### config.mk
export PLATFORM = sky130hd
export DESIGN_NAME = wide_reg_bridge
export DESIGN_NICKNAME = d
export VERILOG_FILES = /design/src/rtl/wrb_pkg.sv /design/src/rtl/wrb_decode.sv /design/src/rtl/wrb_rmux.sv /design/src/rtl/wrb_hold.sv /design/src/rtl/wide_reg_bridge.sv
export SDC_FILE = /design/constraint.sdc
export NUM_CORES = 1
export LEC_CHECK = 0
export CORE_ASPECT_RATIO = 2
export CORE_MARGIN = 3
export CORE_UTILIZATION = 50
export CTS_BUF_LIST = sky130_fd_sc_hd__clkbuf_4
export CTS_CLUSTER_DIAMETER = 200
export DETAILED_ROUTE_END_ITERATION = 10
export DONT_BUFFER_PORTS = 1
export GPL_ROUTABILITY_DRIVEN = 0
export HOLD_SLACK_MARGIN = 0.03
export PLACE_DENSITY = 0.71
export SYNTH_ARGS = -nofsm -noshare
export SYNTH_HDL_FRONTEND = slang
export SYNTH_SLANG_ARGS = --single-unit
### constraint.sdc
create_clock -name clk -period 1.43 [get_ports clk]
set_clock_uncertainty 0.05 [all_clocks]
set_input_delay 0.143 -clock clk [delete_from_list [all_inputs] [get_ports clk]]
set_output_delay 0.143 -clock clk [all_outputs]
set_load 0.1 [all_outputs]
### src/rtl/wrb_pkg.sv
package wrb_pkg;

  // Width of a register index for a given register count (at least 1 bit).
  function automatic int idx_width(input int num_regs);
    return (num_regs > 1) ? $clog2(num_regs) : 1;
  endfunction

  // True when a byte address falls inside the bridge window.
  function automatic logic in_window(input int addr, input int base, input int num_regs);
    return (addr >= base) && (addr < base + 2 * num_regs);
  endfunction

  // Join the parked high byte and the bus byte into one word.
  function automatic logic [15:0] join_word(input logic [7:0] hi, input logic [7:0] lo);
    return {hi, lo};
  endfunction

endpackage

### src/rtl/wrb_decode.sv
module wrb_decode #(
  parameter int ADDR_W   = 8,
  parameter int NUM_REGS = 4,
  parameter int BASE     = 'h40,
  parameter int IDX_W    = 2
) (
  input  logic [ADDR_W-1:0] addr,
  output logic              hit,
  output logic [IDX_W-1:0]  idx,
  output logic              hi_sel
);
  import wrb_pkg::*;

  logic [ADDR_W-1:0] offset;

  assign offset = addr - ADDR_W'(BASE);
  assign hit    = in_window(int'(addr), BASE, NUM_REGS);
  assign idx    = offset[IDX_W:1];
  assign hi_sel = offset[0];

endmodule

### src/rtl/wrb_rmux.sv
module wrb_rmux #(
  parameter int NUM_REGS = 4,
  parameter int WORD_W   = 16,
  parameter int IDX_W    = 2
) (
  input  logic [NUM_REGS*WORD_W-1:0] vals,
  input  logic [IDX_W-1:0]           idx,
  output logic [WORD_W-1:0]          word
);

  logic [WORD_W-1:0] words [NUM_REGS];

  for (genvar g = 0; g < NUM_REGS; g++) begin : g_split
    assign words[g] = vals[g*WORD_W +: WORD_W];
  end

  always_comb begin
    word = '0;
    if (int'(idx) < NUM_REGS) word = words[idx];
  end

endmodule

### src/rtl/wrb_hold.sv
module wrb_hold #(
  parameter int DATA_W = 8
) (
  input  logic              clk,
  input  logic              rst_n,
  input  logic              ld_wr,
  input  logic [DATA_W-1:0] wr_byte,
  input  logic              ld_rd,
  input  logic [DATA_W-1:0] rd_byte,
  output logic [DATA_W-1:0] hold_q
);

  always_ff @(posedge clk) begin
    if (!rst_n)     hold_q <= '0;
    else if (ld_wr) hold_q <= wr_byte;
    else if (ld_rd) hold_q <= rd_byte;
  end

  // nothing but a load moves the holding byte
  a_r9_hold_kept: assert property (@(posedge clk) disable iff (!rst_n)
    (!ld_wr && !ld_rd) |=> $stable(hold_q));

  // a high-byte write parks the bus byte
  a_r3_hold_takes_write: assert property (@(posedge clk) disable iff (!rst_n)
    ld_wr |=> hold_q == $past(wr_byte));

endmodule

### src/rtl/wide_reg_bridge.sv
module wide_reg_bridge #(
  parameter int ADDR_W   = 8,
  parameter int DATA_W   = 8,
  parameter int NUM_REGS = 4,
  parameter int BASE     = 'h40
) (
  input  logic                           clk,
  input  logic                           rst_n,
  input  logic [ADDR_W-1:0]              bus_addr,
  input  logic [DATA_W-1:0]              bus_wdata,
  input  logic                           bus_rd,
  input  logic                           bus_wr,
  output logic [DATA_W-1:0]              bus_rdata,
  input  logic [NUM_REGS*2*DATA_W-1:0]   reg_rval,
  output logic [NUM_REGS-1:0]            reg_wstb,
  output logic [2*DATA_W-1:0]            reg_wdata
);
  import wrb_pkg::*;

  localparam int WORD_W = 2 * DATA_W;
  localparam int IDX_W  = idx_width(NUM_REGS);

  logic              hit;
  logic              hi_sel;
  logic [IDX_W-1:0]  idx;
  logic [WORD_W-1:0] live_word;
  logic [DATA_W-1:0] hold_q;

  // Named bus events
  logic wr_act, rd_act;
  logic ev_rd_lo, ev_rd_hi, ev_wr_lo, ev_wr_hi;

  wrb_decode #(
    .ADDR_W(ADDR_W), .NUM_REGS(NUM_REGS), .BASE(BASE), .IDX_W(IDX_W)
  ) i_decode (
    .addr(bus_addr), .hit(hit), .idx(idx), .hi_sel(hi_sel)
  );

  wrb_rmux #(
    .NUM_REGS(NUM_REGS), .WORD_W(WORD_W), .IDX_W(IDX_W)
  ) i_rmux (
    .vals(reg_rval), .idx(idx), .word(live_word)
  );

  assign wr_act   = rst_n && bus_wr && hit;
  assign rd_act   = rst_n && bus_rd && !bus_wr && hit;
  assign ev_wr_lo = wr_act && !hi_sel;
  assign ev_wr_hi = wr_act &&  hi_sel;
  assign ev_rd_lo = rd_act && !hi_sel;
  assign ev_rd_hi = rd_act &&  hi_sel;

  wrb_hold #(.DATA_W(DATA_W)) i_hold (
    .clk(clk), .rst_n(rst_n),
    .ld_wr(ev_wr_hi), .wr_byte(bus_wdata),
    .ld_rd(ev_rd_lo), .rd_byte(live_word[WORD_W-1:DATA_W]),
    .hold_q(hold_q)
  );

  // Registered read data
  always_ff @(posedge clk) begin
    if (!rst_n)                 bus_rdata <= '0;
    else if (bus_rd && !bus_wr) begin
      if (ev_rd_lo)      bus_rdata <= live_word[DATA_W-1:0];
      else if (ev_rd_hi) bus_rdata <= hold_q;
      else               bus_rdata <= '0;
    end
  end

  // Commit path: one strobe per register, shared data word
  for (genvar g = 0; g < NUM_REGS; g++) begin : g_stb
    assign reg_wstb[g] = ev_wr_lo && (int'(idx) == g);
  end

  if (DATA_W == 8) begin : g_join8
    assign reg_wdata = join_word(hold_q, bus_wdata);
  end else begin : g_join
    assign reg_wdata = {hold_q, bus_wdata};
  end

  // low-byte read returns live low byte and snapshots the high byte
  a_r1_lo_read_snapshot: assert property (@(posedge clk) disable iff (!rst_n)
    ev_rd_lo |=> (hold_q == $past(live_word[WORD_W-1:DATA_W]))
              && (bus_rdata == $past(live_word[DATA_W-1:0])));

  // high-byte read comes from the holding byte
  a_r2_hi_read_from_hold: assert property (@(posedge clk) disable iff (!rst_n)
    ev_rd_hi |=> bus_rdata == $past(hold_q));

  // a high-byte write commits nothing
  a_r3_hi_write_no_commit: assert property (@(posedge clk) disable iff (!rst_n)
    ev_wr_hi |-> reg_wstb == '0);

  // at most one register is written per cycle
  a_r4_single_target: assert property (@(posedge clk) disable iff (!rst_n)
    $onehot0(reg_wstb));

  // a high-then-low pair delivers the parked byte as the upper half
  a_r4_pair_commit: assert property (@(posedge clk) disable iff (!rst_n)
    (ev_wr_lo && $past(ev_wr_hi)) |-> reg_wdata[WORD_W-1:DATA_W] == $past(bus_wdata));

  // writes outside the window are dropped
  a_r5_unmapped_write_quiet: assert property (@(posedge clk) disable iff (!rst_n)
    (bus_wr && !hit) |-> reg_wstb == '0);

  // reads outside the window return zero
  a_r5_unmapped_read_zero: assert property (@(posedge clk) disable iff (!rst_n)
    (bus_rd && !bus_wr && !hit) |=> bus_rdata == '0);

  // a write in the same cycle cancels the read
  a_r8_write_wins: assert property (@(posedge clk) disable iff (!rst_n)
    (bus_rd && bus_wr) |=> $stable(bus_rdata));

endmodule

==> summary.md, run 1 <==
| Metric | Value |
|---|---|
| Worst VDD drop | `0.000408 V` |
| Final hold vios | `0` |
| Min setup slack post-route | `-10.7 ps` |
| Critical Path End | `reg_wstb[3]` |
| Residual DRC | `0` |
| Max-cap viol count | `0` |
| Initial antenna violation count | `0` |
| Crit start category | `input port` |
| First-pass DRT Iterations | `4` |
| Wirelength per Cell | `20.2 microns` |
| Yosys cell types | `28` |
| # diodes | `0` |
| CTS tree | `yes` |
| Num CTS Buffers | `3` |
| Hold_sp | `bus_addr[0]` |
| Die width | `42.6 microns` |
| Grt total ovfl | `0` |
| Leakage power | `0.635 nW` |
| Flops & latches, synth | `16` |
| Crit path max fanout | `4` |
| # rows | `25` |
| Via-to-Cell Ratio | `6.43` |
| RR Endpoint | `bus_rdata[0]` |
| CTS Sinks | `16` |
| First-pass GRT wire length | `5620 microns` |
| Synth top area share | `27.0%` |
| Sequential cell area | `330 sq um` |
| Clock period minus worst slack | `1440 ps` |
| Violated checks | `negative setup slack` |
| Largest net degree at the start of global routing | `20` |
| Die height | `79.1 microns` |
| # fillers | `203` |
| Root Buffer | `clkbuf_4` |
| Area of the multi-input gates | `913 sq um` |
| # nets final | `229` |
| Synth Instances | `124` |
| PD cells | `616 nW/um^2` |
| Top cell type by total area after synthesis | `mux4_2` |
| Fmax | `0.694 GHz` |
| H-Tree Depth | `1` |
| Longest Clk Path Bufs | `2` |
| Final HPWL DP | `2870 microns` |
| Mapped Nets | `208` |
| RSZ-0062 raised after global routing | `yes` |
| PortBufs | `0` |
| Reg2Reg Depth | `2` |
| Kind of critical path | `input port to output port` |
| Register-to-Register Setup Slack | `630 ps` |
| Worst Hold Class | `input port to flop` |
| CP Launch Point | `bus_addr[5]` |
| Period Utilization, post-route | `101%` |
| Reg2reg start | `i_hold.hold_q[0]` |
| Routed via count | `1093` |
| Area growth syn-to-layout | `22.7%` |
| Starting Density | `54.8%` |
| Critical Path End Type | `output port` |
| Global Route Usage Sum | `21.8%` |
| Post-route cell area | `1640 sq um` |
| Ports | `112` |
| Avg Cell Area, Syn | `10.8 sq um` |
| DRT Wirelength | `3440 microns` |
| Clk_lat worst skew | `270 ps` |
| Vias in the first global route | `1251` |
| Count of pins over their slew limit | `0` |
| Worst EP arrival | `1250 ps` |
| CP Data Required Time | `1240 ps` |
| Total power draw | `1.01 mW` |
| Core Area | `2440 sq um` |
| Synthesized area | `1340 sq um` |
| Number of DRC markers in iteration 0 | `12` |
| Layout cells sized above 1 | `49.0%` |
| Setup Viol. Count Final | `4` |
| Post-Place Cell Area | `1510 sq um` |
| DRT antenna net count | `0` |
| Worst-margin pin slew | `336 ps` |
| Max-slew headroom | `77.5%` |
| Ranking of synthesized cells by area | `mux4_2 (27%), dfxtp_1 (24%), a211oi_2 (7.5%)` |
| Die area | `3370 sq um` |
| Seq/Total Area, Yosys | `24.0%` |
| Status | `finished, violations left` |
| Yosys warning total | `0` |
| Clock Pin Slew Worst Setup and Hold Paths | `80 ps` |
synthesized netlist by cell type:
library cell / count
and4_1: 1
nor3b_2: 1
buf_2: 3
o2111a_4: 1
nor4_4: 1
and3_2: 1
nor2_1: 8
buf_6: 3
nand2b_1: 1
mux4_2: 16
inv_1: 2
and2_2: 1
nor2b_1: 1
a211oi_2: 8
mux2i_1: 8
o21ai_1: 2
buf_4: 9
and2_1: 1
clkbuf_2: 1
o21ai_0: 6
nand2_1: 17
o21ai_4: 1
buf_8: 1
a31oi_1: 8
clkbuf_4: 1
dfxtp_1: 16
nor3_1: 4
nand3b_1: 1
power breakdown:
part           total [mW]  internal (mW)  leakage, nW  switching, mW
Clock               0.226         0.0976       0.0138          0.128
Combinational       0.318          0.148        0.488          0.170
Sequential          0.466          0.458        0.134        0.00767
Total                1.01          0.704        0.635          0.306
worst max-delay path, stage by stage:
cell and delay (ps):
nor4_4 280, and3_4 220, nand3b_1 100, buf_6 160, nor3_4 150, buf_12 200
cells in the final DEF (no fill, tap or decap), drive strengths merged:
cell type     n
buf          25
nand2        17
mux4         16
dfxtp        16
dlygate4sd3   9
o21ai         9
a31oi         8
mux2i         8
nor2          8
a211oi        8
nor3          4
clkbuf        3
inv           2
and2          2
nor4          1
and3          1
nand3b        1
and4          1
nor3b         1
o2111a        1
nor2b         1
nand2b        1
state kept, by name, summed over array words and instances, names as in the netlist:
name           cells
i_hold.hold_q      8
bus_rdata          8
per-layer routing:
layer / global-route usage [%] / routed length, microns / vias to the layer above
met5: 0 / 0 / -
met4: 9.03 / 78 / 0
met3: 6.58 / 385 / 9
met2: 43.0 / 1970 / 83
met1: 19.0 / 1010 / 494
li1: - / - / 507
timing repair:
action / CTS / global route
buffers inserted: 0 / 1
endpoints found under the hold margin: 14 / 0
gates resized for setup: 0 / 2
hold buffers: 9 / 0
endpoints found under the setup margin: 4 / 4
cell families (layout without fill, tap and decap cells):
logic type	after synthesis	after routing	synth area share [%]
AO/OA/AOI/OAI	26	26	16.9
multiplexers	24	24	33.0
flip-flops	16	16	24.0
buffers and inverters	20	39	11.3
AND/OR/NAND/NOR	38	38	14.8
worst min-delay path by stage:
stage,to,slack (ps),cells after the start
2_1_floorplan,i_hold.hold_q[0],240,2
3_3_place_gp,i_hold.hold_q[6],230,2
3_5_place_dp,i_hold.hold_q[4],230,2
4_1_cts,bus_rdata[4],90,2
5_1_grt,bus_rdata[4],100,2
6_report,bus_rdata[4],100,2
layout make-up:
cell class | instances | area share, %
timing repair buffer | 34 | 20.2
sequential | 16 | 20.2
tap | 27 | 2.06
inverter | 2 | 0.458
clock buffer | 3 | 1.37
multi-input combinational | 88 | 55.7
metrics by stage:
step / util (%) / instances / setup TNS [ps] / setup WS, ps / hold slack [ps]
6_report: 67.2 / 170 / -24.3 / -10.7 / 99.1
5_1_grt: 67.2 / 170 / -286 / -84.9 / 95.4
4_1_cts: 66.6 / 169 / -77.2 / -24.5 / 86.9
3_5_place_dp: 61.9 / 157 / -26.4 / -11.4 / 234
3_3_place_gp: 61.9 / 157 / 0 / 25.9 / 233
2_1_floorplan: - / 124 / -2350 / -587 / 240
Note: power is estimated with default switching activity, not from simulation.
==> run 2: changes to the inputs <==
CORE_UTILIZATION = 40   (was 50)
PLACE_DENSITY = 0.6   (was 0.71)
==> run 2 against run 1 <==
Largest power group unchanged. The run still ends with negative setup slack left. Worst hold slack worse by 9.1 ps. Maximum frequency increased by 0.46%. Critical path type unchanged. Final area about the same. Die area grew 22%. Flip-flop and latch count unchanged.
==> summary.md, run 2 (synthesis gave the netlist of run 1 again) <==
| Metric | Value |
|---|---|
| Area growth syn-to-layout | `22.8%` |
| Critical Path End | `reg_wstb[1]` |
| Hold_sp | `bus_addr[0]` |
| Leakage power | `0.632 nW` |
| Status | `finished, violations left` |
| Critical Path End Type | `output port` |
| Num CTS Buffers | `3` |
| Sequential power share | `45.5%` |
| Biggest regs | `bus_rdata x8, i_hold.hold_q x8` |
| CP Data Required Time | `1240 ps` |
| RSZ-0062 raised after global routing | `yes` |
| Die area | `4110 sq um` |
| Starting Density | `41.8%` |
| Ports | `112` |
| DRT Wirelength | `3300 microns` |
| Period Utilization, post-route | `100%` |
| # rows | `29` |
| # nets final | `228` |
| Setup Viol. Count Final | `1` |
| Sw power | `0.317 mW` |
| Post-CTS Setup Bufs | `0` |
| Post-Place Cell Area | `1520 sq um` |
| Min setup slack post-route | `-4.08 ps` |
| # fillers | `317` |
| Worst-margin pin slew | `352 ps` |
| Clock Pin Slew Worst Setup and Hold Paths | `90 ps` |
| Die width | `46.9 microns` |
| Most common cell after layout, fill and taps aside | `buf_4` |
| Number of DRC markers in iteration 0 | `15` |
| PortBufs | `0` |
| PD cells | `624 nW/um^2` |
| Crit start category | `input port` |
| Largest net degree at the start of global routing | `20` |
| Total power draw | `1.02 mW` |
| Routed via count | `1069` |
| Register-to-Register Setup Slack | `650 ps` |
| Switching Fraction | `31.0%` |
| WHS | `90.0 ps` |
| Worst VDD drop | `0.000386 V` |
| Final hold vios | `0` |
| Clk_lat worst skew | `280 ps` |
| Worst EP arrival | `1240 ps` |
| Worst Hold Class | `input port to flop` |
| Clock period minus worst slack | `1430 ps` |
| Wirelength per Cell | `19.0 microns` |
| Die height | `87.7 microns` |
| Placed cell count | `161` |
| Commonest cells after routing, fill and taps aside | `buf_4 (19), nand2_1 (17), mux4_2 (16)` |
| CTS Sinks | `16` |
| Fmax | `0.697 GHz` |
| Vias in the first global route | `1135` |
| DRT antenna net count | `0` |
| Initial antenna violation count | `0` |
| Via-to-Cell Ratio | `6.14` |
| RR Endpoint | `bus_rdata[5]` |
| H-Tree Depth | `1` |
| Reg2Reg Depth | `2` |
| Dpl ws | `-0.221 ps` |
| # diodes | `0` |
| Kind of critical path | `input port to output port` |
| Setup tns final | `-4.08 ps` |
| First-pass DRT Iterations | `3` |
| Non-Filler Instances | `174` |
| Max-cap viol count | `0` |
| Global Route Usage Sum | `16.7%` |
| Final HPWL DP | `2760 microns` |
| Grt total ovfl | `0` |
| Clk pwr share | `23.7%` |
| Longest Clk Path Bufs | `2` |
| Reg2reg start | `i_hold.hold_q[5]` |
| Count of pins over their slew limit | `0` |
| Layout cells sized above 1 | `48.3%` |
| Violated checks | `negative setup slack` |
| Residual DRC | `0` |
| Crit path max fanout | `4` |
| Max-slew headroom | `76.5%` |
| Utilization after layout | `51.4%` |
| CP Launch Point | `bus_addr[5]` |
| First-pass GRT wire length | `5080 microns` |
| Root Buffer | `clkbuf_4` |
| Int Pwr | `0.706 mW` |
| CTS tree | `yes` |
| Logic pwr share | `30.8%` |
| Core Area | `3190 sq um` |
| Post-route cell area | `1640 sq um` |
-- run 2: power by group through the flow --
stage	registers, mW	logic (mW)	clock network (mW)
after floorplan	0.568	0.308	0
after global placement	0.475	0.290	0
after detailed placement	0.476	0.293	0
after CTS	0.466	0.318	0.258
after global routing	0.467	0.335	0.270
final	0.466	0.315	0.242
-- run 2: worst max-delay path: stages --
cell and delay [ps]:
nor4_4 270, and3_4 220, nand3b_1 100, buf_6 160, nor3_4 150, buf_12 200
-- run 2: cell type report --
type | count | area [sq um] | share of cell area, %
Clock buffer | 3 | 22.5 | 1.37
Multi-Input combinational cell | 88 | 913 | 55.7
Sequential cell | 16 | 330 | 20.1
Inverter | 2 | 7.51 | 0.458
Timing Repair Buffer | 33 | 324 | 19.8
Tap cell | 31 | 38.8 | 2.36
Clock inverter | 1 | 3.75 | 0.229
-- run 2: worst min path at each step --
stage / cells past startpoint / endpoint / slack, ps
finish: 2 / bus_rdata[2] / 90
global route: 2 / bus_rdata[4] / 90
CTS: 2 / bus_rdata[2] / 80
detailed placement: 2 / i_hold.hold_q[5] / 230
global placement: 2 / i_hold.hold_q[6] / 230
floorplan: 2 / i_hold.hold_q[0] / 240
-- run 2: per-layer routing --
layer | vias up | track usage [%] | part of all wire [%]
met5 | - | 0 | 0
met4 | 0 | 6.30 | 0.76
met3 | 2 | 2.67 | 11
met2 | 69 | 32.1 | 58
met1 | 491 | 16.2 | 30
li1 | 507 | - | -
-- run 2: what timing repair did --
action                                 in CTS  in global routing
setup endpoints to repair                   2                  4
endpoints found under the hold margin      15                  0
hold buffers                                9                  0
gates resized for setup                     0                  2
